## config.mk

```make
export PLATFORM = sky130hd
export DESIGN_NAME = spi_sclk_gen
export DESIGN_NICKNAME = d
export VERILOG_FILES = /design/src/rtl/spi_sclk_pkg.sv /design/src/rtl/sck_prescale.sv /design/src/rtl/sck_half_stage.sv /design/src/rtl/sck_sync_edge.sv /design/src/rtl/spi_sclk_gen.sv
export SDC_FILE = /design/constraint.sdc
export NUM_CORES = 1
export LEC_CHECK = 0
export BUFFER_PORTS_ARGS = -buffer_cell sky130_fd_sc_hd__buf_4
export CAP_MARGIN = 20
export CORE_MARGIN = 4
export CORE_UTILIZATION = 47
export CTS_BUF_LIST = sky130_fd_sc_hd__clkbuf_16
export CTS_CLUSTER_DIAMETER = 50
export DETAILED_ROUTE_END_ITERATION = 12
export GPL_TIMING_DRIVEN = 0
export PLACE_DENSITY = 0.71
export SLEW_MARGIN = 20
export SYNTH_ARGS = -nofsm -noshare
export SYNTH_HDL_FRONTEND = slang
export SYNTH_SLANG_ARGS = --single-unit
```

## constraint.sdc

```tcl
create_clock -name clk -period 1.9 [get_ports clk]
set_input_delay 0.285 -clock clk [delete_from_list [all_inputs] [get_ports clk]]
set_output_delay 0.285 -clock clk [all_outputs]
set_load 0.1 [all_outputs]
```

## src/rtl/spi_sclk_pkg.sv

```systemverilog
package spi_sclk_pkg;
    typedef enum logic [1:0] {
        ST_IDLE   = 2'd0,
        ST_MASTER = 2'd1,
        ST_SLAVE  = 2'd2
    } sclk_state_e;
endpackage

```

## src/rtl/sck_prescale.sv

```systemverilog
module sck_prescale #(
    parameter int DIV_W = 8
) (
    input  logic             clk,
    input  logic             rst_n,
    input  logic             run,
    input  logic [DIV_W-1:0] ratio,
    output logic             tick
);
    logic [DIV_W-1:0] cnt_q;

    assign tick = run && (cnt_q >= ratio);

    always_ff @(posedge clk or negedge rst_n) begin
        if (!rst_n)      cnt_q <= '0;
        else if (!run)   cnt_q <= '0;
        else if (tick)   cnt_q <= '0;
        else             cnt_q <= cnt_q + 1'b1;
    end


    cnt_bound_chk: assert property (@(posedge clk) disable iff (!rst_n)
        (run && $past(run) && $stable(ratio)) |-> (cnt_q <= ratio));
endmodule

```

## src/rtl/sck_half_stage.sv

```systemverilog
module sck_half_stage (
    input  logic clk,
    input  logic rst_n,
    input  logic run,
    input  logic idle_lvl,
    input  logic tick,
    output logic sclk,
    output logic rise,
    output logic fall
);
    always_ff @(posedge clk or negedge rst_n) begin
        if (!rst_n) begin
            sclk <= 1'b0;
            rise <= 1'b0;
            fall <= 1'b0;
        end else if (!run) begin
            sclk <= idle_lvl;
            rise <= 1'b0;
            fall <= 1'b0;
        end else if (tick) begin
            sclk <= ~sclk;
            rise <= ~sclk;
            fall <= sclk;
        end else begin
            rise <= 1'b0;
            fall <= 1'b0;
        end
    end
endmodule

```

## src/rtl/sck_sync_edge.sv

```systemverilog
module sck_sync_edge #(
    parameter int SYNC_STAGES = 2
) (
    input  logic clk,
    input  logic rst_n,
    input  logic en,
    input  logic async_in,
    output logic rise,
    output logic fall
);
    logic [SYNC_STAGES-1:0] chain_q;
    logic                   prev_q;
    logic                   synced;

    assign synced = chain_q[SYNC_STAGES-1];

    generate
        for (genvar i = 0; i < SYNC_STAGES; i++) begin : g_sync
            always_ff @(posedge clk or negedge rst_n) begin
                if (!rst_n)      chain_q[i] <= 1'b0;
                else if (i == 0) chain_q[i] <= async_in;
                else             chain_q[i] <= chain_q[(i == 0) ? 0 : i-1];
            end
        end
    endgenerate

    always_ff @(posedge clk or negedge rst_n) begin
        if (!rst_n) begin
            prev_q <= 1'b0;
            rise   <= 1'b0;
            fall   <= 1'b0;
        end else begin
            prev_q <= synced;
            rise   <= en && synced && !prev_q;
            fall   <= en && !synced && prev_q;
        end
    end


    slave_rise_single_chk: assert property (@(posedge clk) disable iff (!rst_n)
        rise |=> !rise);
endmodule

```

## src/rtl/spi_sclk_gen.sv

```systemverilog
module spi_sclk_gen
    import spi_sclk_pkg::*;
#(
    parameter int DIV_W       = 8,
    parameter int SYNC_STAGES = 2
) (
    input  logic             clk,
    input  logic             rst_n,
    input  logic             slave_mode,
    input  logic             cpol,
    input  logic [DIV_W-1:0] div_ratio,
    input  logic             cs_n,
    input  logic             sclk_in,
    output logic             sclk_out,
    output logic             sclk_oe,
    output logic             sclk_rise,
    output logic             sclk_fall
);
    sclk_state_e state_q, state_d;
    logic m_run, s_run, tick;
    logic m_sclk, m_rise, m_fall, s_rise, s_fall;

    always_comb begin
        state_d = state_q;
        unique case (state_q)
            ST_IDLE:   if (!cs_n) state_d = slave_mode ? ST_SLAVE : ST_MASTER;
            ST_MASTER: if (cs_n) state_d = ST_IDLE;
                       else if (slave_mode) state_d = ST_SLAVE;
            ST_SLAVE:  if (cs_n) state_d = ST_IDLE;
                       else if (!slave_mode) state_d = ST_MASTER;
            default:   state_d = ST_IDLE;
        endcase
    end

    always_ff @(posedge clk or negedge rst_n) begin
        if (!rst_n) state_q <= ST_IDLE;
        else        state_q <= state_d;
    end

    assign m_run = (state_d == ST_MASTER);
    assign s_run = (state_d == ST_SLAVE);

    sck_prescale #(.DIV_W(DIV_W)) u_pre (
        .clk(clk), .rst_n(rst_n), .run(m_run), .ratio(div_ratio), .tick(tick)
    );

    sck_half_stage u_half (
        .clk(clk), .rst_n(rst_n), .run(m_run), .idle_lvl(cpol), .tick(tick),
        .sclk(m_sclk), .rise(m_rise), .fall(m_fall)
    );

    sck_sync_edge #(.SYNC_STAGES(SYNC_STAGES)) u_sync (
        .clk(clk), .rst_n(rst_n), .en(s_run), .async_in(sclk_in),
        .rise(s_rise), .fall(s_fall)
    );

    always_comb begin
        sclk_out  = m_sclk;
        sclk_oe   = !slave_mode;
        sclk_rise = m_rise | s_rise;
        sclk_fall = m_fall | s_fall;
    end


    strobe_excl_chk: assert property (@(posedge clk) disable iff (!rst_n)
        !(sclk_rise && sclk_fall));

    idle_quiet_chk: assert property (@(posedge clk) disable iff (!rst_n)
        cs_n |=> (!sclk_rise && !sclk_fall && sclk_out == $past(cpol)));

    master_rise_chk: assert property (@(posedge clk) disable iff (!rst_n)
        (sclk_rise && sclk_oe && $past(sclk_oe)) |-> (sclk_out && !$past(sclk_out)));

    master_fall_chk: assert property (@(posedge clk) disable iff (!rst_n)
        (sclk_fall && sclk_oe && $past(sclk_oe)) |-> (!sclk_out && $past(sclk_out)));
endmodule

```

==> metrics.md, run 1 <==
| Metric | Value |
|---|---|
| Syn_nets | around 110 |
| First-pass GRT wire length | between 2000 and 3000 um |
| Root buf cell | clkbuf_16 |
| Min-delay src | sclk_in |
| GP Congestion | between 0.7 and 0.8 |
| Fin cells | roughly 140 |
| Run status | finished, final reports clean |
| Reg-to-Reg Start | u_pre.cnt_q[0] |
| Met3 WL | 59 um |
| Yosys reg bits | 18 |
| DRC viols | 0 |
| Top FF cell, synth | dfrtp_1 |
| Initial Util | approximately 51% |
| Final TNS setup | 0 ns |
| Synth warn | 0 |
| Pwr dens | 797.9 nW/um^2 |
| Clk_lat worst skew | between 0.2 and 0.3 ns |
| CP max FO | 7 |
| CTS Buffer Depth | 2 |
| Pin count of the biggest net entering global routing | 19 |
| Synth cell types | 22 |
| Reg2Reg Setup Slack | 0.00005 ns |
| Final HPWL DP | 1290 um |
| Critical-path top delay cell | a311o_2 |
| Die ar. | ~2700 sq um |
| Post-Syn Instances | 86 |
| Max-cap check violation count | 0 |
| Req. time, crit path | 2.08 ns |
| Gr usage total | 15.42% |
| Placed insts | roughly 130 |
| Avg Vias per Cell | 5.193 |
| Worst setup path end | u_pre.cnt_q[4] |
| Sequential share of the synthesized area | 49.93% |
| Hold WS | 0.1427 ns |
| Post-synth EDFFs | 0 |
| Final worst path period share | 100.0% |
| Area growth syn-to-layout | 29.54% |
| Nets | around 130 |
| Worst VDD drop | slightly above 0.6 mV |
| Slew headroom | 62.75% |
| Final Hold Viols | 0 |
| Crit-path max cell delay | around 0.48 ns |
| Diodes inserted | 0 |
| 1st-iter DRT viols | 13 |
| CTS buffer count | 3 |
| Die Ht | just over 50 um |
| Reg2reg end | u_pre.cnt_q[4] |
| WL/cell | approximately 13 um |
| Critical path cell sequence | inv_1, ha_1, nand2b_4, a2111o_1, a311o_2, nor2_1 |
| Mapped cell area | 902.1 sq um |
| Vias in the first global route | 687 |
| IO buf count | 17 |
| Unrepaired setup endpoints after global routing | true |
| Hold Path Class | in2reg |
| Clk pin slew, worst setup/hold paths | roughly 0.050 ns |
| Hold depth | 1 |
| Core Region | roughly 1800 sq um |
| Critical Path Source Type | flip-flop |
| Fillers | 160 |
| DR WL met2 | 851 um |
| Slew @ Worst Pin | 0.5529 ns |
| Setup violators final | 0 |
| WL met1 | approximately 760 um |
| Setup crit start | u_pre.cnt_q[0] |
| Remaining antenna violation count | 0 |
| Gr ovfl total | 0 |
| Antenna violations before repair | 0 |
| Worst setup EP type | flip-flop |
| Worst R2R Path Depth | 6 |
| Leakage power | approximately 0.00063 uW |
| I/O Pins | 18 |
| WP data arrival | between 2 and 2.5 ns |
| Final Skew | around 0.0013 ns |
| Rows | 15 |
| Detailed-route via count | approximately 700 |
| DR top layer | met4 |
| Total chip power | between 900 and 1000 uW |
| Clock H-tree levels | 1 |
| Syn avg cell area | about 10 sq um |
| Setup Crit Path Kind | reg2reg |
| Final Max Tran Viols | 0 |
| FMAX | around 530 MHz |
| CTS sink cnt | 18 |
| CTS tree | yes |
| Tmin final | 1.900 ns |
| Final core occ | ~66% |
| WL final | roughly 1700 um |
| Die Width | roughly 52 um |
| Asr flop ratio synth | 100.0% |
| First-pass DRT Iterations | 4 |
| Share of layout cells above drive strength 1 | between 20% and 30% |
-- Yosys cell counts (all sizes together) (2+ instances only) --
library cell | instances | area share, %
nor2 | 9 | 3.7
nand2b | 2 | 2.2
a311o | 2 | 2.5
o21ai | 2 | 1.1
dfrtp | 18 | 50
or2 | 2 | 1.4
xor2 | 5 | 4.9
nor3b | 3 | 2.5
and3 | 3 | 2.1
nand2 | 4 | 1.7
nand3 | 6 | 3.3
a21oi | 3 | 1.7
ha | 9 | 12
inv | 11 | 4.6
-- what timing repair did --
item | in CTS | in global routing
setup buffers | 1 | 1
endpoints found under the setup margin | 7 | 8
resized for setup | 0 | 2
hold endpoints to repair | 18 | 0
pin swaps | 1 | 6
hold buffers | 1 | 0
-- sequential cells by signal, summed over array words and instances, names as in the netlist --
signal	count
u_sync.fall	1
u_half.sclk	1
u_sync.synced	1
u_half.rise	1
u_half.fall	1
u_sync.prev_q	1
u_sync.rise	1
u_pre.cnt_q	8
u_sync.chain_q	1
state_q	2
-- cell type report --
type                    instances  area (sq um)  area share (%)
flip-flops and latches         18         451.7           38.65
clock buffers                   3         75.07           6.424
well taps                      25         31.28           2.677
clock inverters                 1         3.754          0.3212
multi-input cells              57         412.9           35.33
inverters                      11         41.29           3.533
repair buffers                 20         152.6           13.06
-- stage by stage --
stage                     setup slack, ns  instance area, sq um
final                          0.00005040                  1169
after global routing             -0.05998                  1169
after CTS                        0.003184                  1157
after detailed placement          -0.1461                  1061
after global placement           -0.08323                  1061
after floorplan                   0.02348                 902.1
-- worst max-delay path: cells and delay by family, from the launching register on --
kind	cells	cell delay, ns
DFF	1	0.37
and+or+nand+nor	2	0.25
buffers and inverters	1	0.05
adders and majority gates	1	0.26
AOI/OAI and AO/OA	2	0.89
-- cell usage in the layout, fill, tap and decap left out, drive strengths merged --
| cell | netlist | final |
|---|---|---|
| clkinv | 0 | 1 |
| inv | 11 | 11 |
| a31oi | 1 | 1 |
| nand3 | 6 | 6 |
| a311o | 2 | 2 |
| clkbuf | 0 | 3 |
| a2111o | 1 | 1 |
| o21ai | 2 | 2 |
| xnor2 | 1 | 1 |
| and3 | 3 | 3 |
| nand4 | 1 | 1 |
| a22oi | 1 | 1 |
| nand2b | 2 | 2 |
| dlygate4sd3 | 0 | 1 |
| nor3b | 3 | 3 |
| or2 | 2 | 2 |
| a211o | 1 | 1 |
| nor3 | 1 | 1 |
| a21oi | 3 | 3 |
| dfrtp | 18 | 18 |
| nand2 | 4 | 4 |
| ha | 9 | 9 |
| nor2 | 9 | 9 |
| xor2 | 5 | 5 |
| buf | 0 | 19 |
-- worst min-delay path by stage --
stage	endpoint	slack (ns)
after CTS	u_sync.chain_q[0]	0.14
after detailed placement	u_pre.cnt_q[3]	0.16
after global placement	u_pre.cnt_q[3]	0.16
after floorplan	state_q[0]	-0.01
after global routing	u_sync.chain_q[0]	0.14
final	u_sync.chain_q[0]	0.14
-- metal layers --
metal | vias to the layer above | GRT usage [%]
met5 | - | 0
met4 | 0 | 11.79
met3 | 4 | 1.719
met2 | 17 | 25.21
met1 | 337 | 18.45
li1 | 343 | -
-- where the power goes --
part,internal [uW],switching (uW)
Combinational,47.6,70.4
Sequential,395,8.00
Clock,279,132
Total,722,211
-- cell families (layout without fill, tap and decap cells) --
| logic type | after synthesis | after routing | share of synthesized area, % |
|---|---|---|---|
| AO/OA/AOI/OAI | 11 | 11 | 9.015 |
| XOR/XNOR | 6 | 6 | 5.825 |
| adder cells (fa/ha/maj) | 9 | 9 | 12.48 |
| buffers and inverters | 11 | 35 | 4.577 |
| flip-flops | 18 | 18 | 49.93 |
| AND/OR/NAND/NOR | 31 | 31 | 18.17 |
Note: power is estimated with default switching activity, not from simulation.
==> inputs of run 2 (changes only) <==
--- a/config.mk
+++ b/config.mk
@@ -10,7 +10,7 @@
 export CORE_MARGIN = 4
 export CORE_UTILIZATION = 47
 export CTS_BUF_LIST = sky130_fd_sc_hd__clkbuf_16
-export CTS_CLUSTER_DIAMETER = 50
+export CTS_CLUSTER_DIAMETER = 60
 export DETAILED_ROUTE_END_ITERATION = 12
 export GPL_TIMING_DRIVEN = 0
 export PLACE_DENSITY = 0.71
==> constraint.sdc (replaced) <==
create_clock -name clk -period 1.6 [get_ports clk]
set_input_delay 0.24 -clock clk [delete_from_list [all_inputs] [get_ports clk]]
set_output_delay 0.24 -clock clk [all_outputs]
set_load 0.1 [all_outputs]
==> run 2 against run 1 <==
Compared with the run above:
- the run now ends with setup timing left
- cell area increased by 3.7%
- clock power grew 20%
- power up 21%
- cell count grew 2.2%
- via count is 3.1% higher
==> metrics.md, run 2 (synthesis gave the netlist of run 1 again) <==
| Metric | Value |
|---|---|
| Critical Path Source Type | flip-flop |
| WP data arrival | 1.99 ns |
| Tmin final | between 1.5 and 2 ns |
| First-pass DRT Iterations | 4 |
| Reg-to-Reg Start | u_pre.cnt_q[0] |
| Pin count of the biggest net entering global routing | 19 |
| CTS sink cnt | 18 |
| Unrepaired setup endpoints after global routing | true |
| First-pass GRT wire length | about 3000 um |
| Initial Util | about 51% |
| Clock H-tree levels | 1 |
| Placed insts | about 130 |
| DRC viols | 0 |
| Top Registers | u_pre.cnt_q x8, state_q x2 |
| Most common cell after layout, fill and taps aside | buf_4 |
| Largest register FFs | 8 |
| Crit-path max cell delay | between 0.4 and 0.5 ns |
| CTS buffer count | 3 |
| Hold WS | 0.09663 ns |
| Detailed-route via count | between 700 and 800 |
| I/O Pins | 18 |
| Gr usage total | roughly 15% |
| IO buf count | 17 |
| Final worst path period share | 113.6% |
| Critical path cell sequence | inv_1, ha_1, nand2b_4, a2111o_1, a311o_2, nor2_1 |
| Leakage power | around 0.00065 uW |
| 1st-iter DRT viols | 13 |
| Req. time, crit path | between 1.5 and 2 ns |
| Setup Crit Path Kind | reg2reg |
| Setup violators final | 11 |
| Die Width | 51.81 um |
| Final worst slack | -0.2177 ns |
| Final Hold Viols | 0 |
| GR Util met2 | 25.42% |
| Hold Path Class | in2reg |
| Nets | between 100 and 150 |
| Final core occ | 68.72% |
| Antenna violations before repair | 0 |
| Fillers | between 100 and 150 |
| Setup crit start | u_pre.cnt_q[0] |
| Worst VDD drop | roughly 0.68 mV |
| Remaining antenna violation count | 0 |
| Die ar. | between 2000 and 3000 sq um |
| Die Ht | approximately 52 um |
| Final HPWL DP | about 1200 um |
| Diodes inserted | 0 |
| Final TNS setup | -1.970 ns |
| CTS Buffer Depth | 2 |
| Global routing usage on met1 | between 10% and 20% |
| Worst setup EP type | flip-flop |
| Min-delay src | sclk_in |
| Avg Vias per Cell | ~5.2 |
| Final Max Tran Viols | 0 |
| FMAX | roughly 550 MHz |
| Most flop-heavy register | u_pre.cnt_q |
| CP max FO | 7 |
| Clk pin slew, worst setup/hold paths | ~0.050 ns |
| Root buf cell | clkbuf_16 |
| Vias in the first global route | around 730 |
| WL/cell | ~13 um |
| GR peak layer | met2 |
| Commonest cells after routing, fill and taps aside | buf_4, dfrtp_1, inv_1 |
| Clk_lat worst skew | about 0.25 ns |
| CTS tree | yes |
| Failing checks | setup timing |
| Gr ovfl total | 0 |
| Core Region | ~1800 sq um |
| Max-cap check violation count | 0 |
| Final Skew | 0.001555 ns |
| Run status | complete, but fails checks |
| Critical-path top delay cell | a311o_2 |
| Share of layout cells above drive strength 1 | about 29% |
| WL final | 1823 um |
| Grt met3 use | between 1.5 and 2% |
| Rows | 15 |
| Slew headroom | about 66% |
| Slew @ Worst Pin | about 0.5 ns |
| Total chip power | between 1000 and 1500 uW |
| GP Congestion | around 0.77 |
| Fin cells | 138 |
| Area growth syn-to-layout | 34.40% |
| Pwr dens | just over 900 nW/um^2 |
==> run 2: cell count changes in the layout (fill, tap and decap cells not counted) <==
| cell | before | now |
|---|---|---|
| o21ai_1 | 0 | 1 |
| a31oi_4 | 0 | 1 |
| nor2_1 | 8 | 9 |
| dfrtp_2 | 1 | 0 |
| o21ai_0 | 2 | 1 |
| nor3_1 | 1 | 0 |
| dfrtp_1 | 17 | 18 |
| nor2_2 | 1 | 0 |
| buf_4 | 19 | 22 |
| nor3b_2 | 0 | 1 |
| nor3b_1 | 3 | 2 |
| a31oi_1 | 1 | 0 |
| nor3_2 | 0 | 1 |
==> run 2: path summary, 6_finish.rpt <==
check	end	slack, ns	cells past startpoint
max in group asynchronous	u_half.sclk	1.01	2
max	u_pre.cnt_q[0]	-0.22	6
min reg2reg	u_sync.synced	0.36	0
max reg2reg	u_pre.cnt_q[0]	-0.22	6
min in group asynchronous	u_pre.cnt_q[2]	0.40	2
min	u_sync.chain_q[0]	0.1	1
==> run 2: cell type report <==
cell class	instances	area, sq um	share of cell area [%]
clock buffers	3	75.07	6.192
clock inverters	1	3.754	0.3096
inverters	11	41.29	3.406
multi-input cells	57	435.4	35.91
flip-flops and latches	18	450.4	37.15
well taps	25	31.28	2.580
repair buffers	23	175.2	14.45
==> run 2: routing by layer <==
metal | vias to the layer above | part of all wire, %
met1 | 354 | 47
met3 | 2 | 3.6
met2 | 17 | 49
met5 | - | 0
met4 | 0 | 0.88
li1 | 350 | -
==> run 2: where the power goes <==
group / total, uW / switching, uW / internal, uW
Clock: 495 / 163 / 332
Combinational: 155 / 89.6 / 65.8
Sequential: 478 / 9.69 / 469
==> run 2: repair_timing <==
action	CTS	global route
hold buffers	1	0
setup buffers	3	2
setup endpoints to repair	11	11
pin swaps	3	2
gates resized for setup	4	1
endpoints found under the hold margin	18	0
==> run 2: metrics by stage <==
stage	area [sq um]	worst slack [ns]
floorplan	902.1	-0.1448
global placement	1061	-0.2607
detailed placement	1061	-0.2818
CTS	1192	-0.2034
global route	1212	-0.2648
finish	1212	-0.2177
==> run 2: critical path, delay by kind of cell, from the launching register on <==
| kind | cells | cell delay, ns |
|---|---|---|
| simple gates | 2 | 0.27 |
| flops | 1 | 0.36 |
| buf+inv | 1 | 0.05 |
| fa+ha+maj | 1 | 0.26 |
| compound gates | 2 | 0.81 |
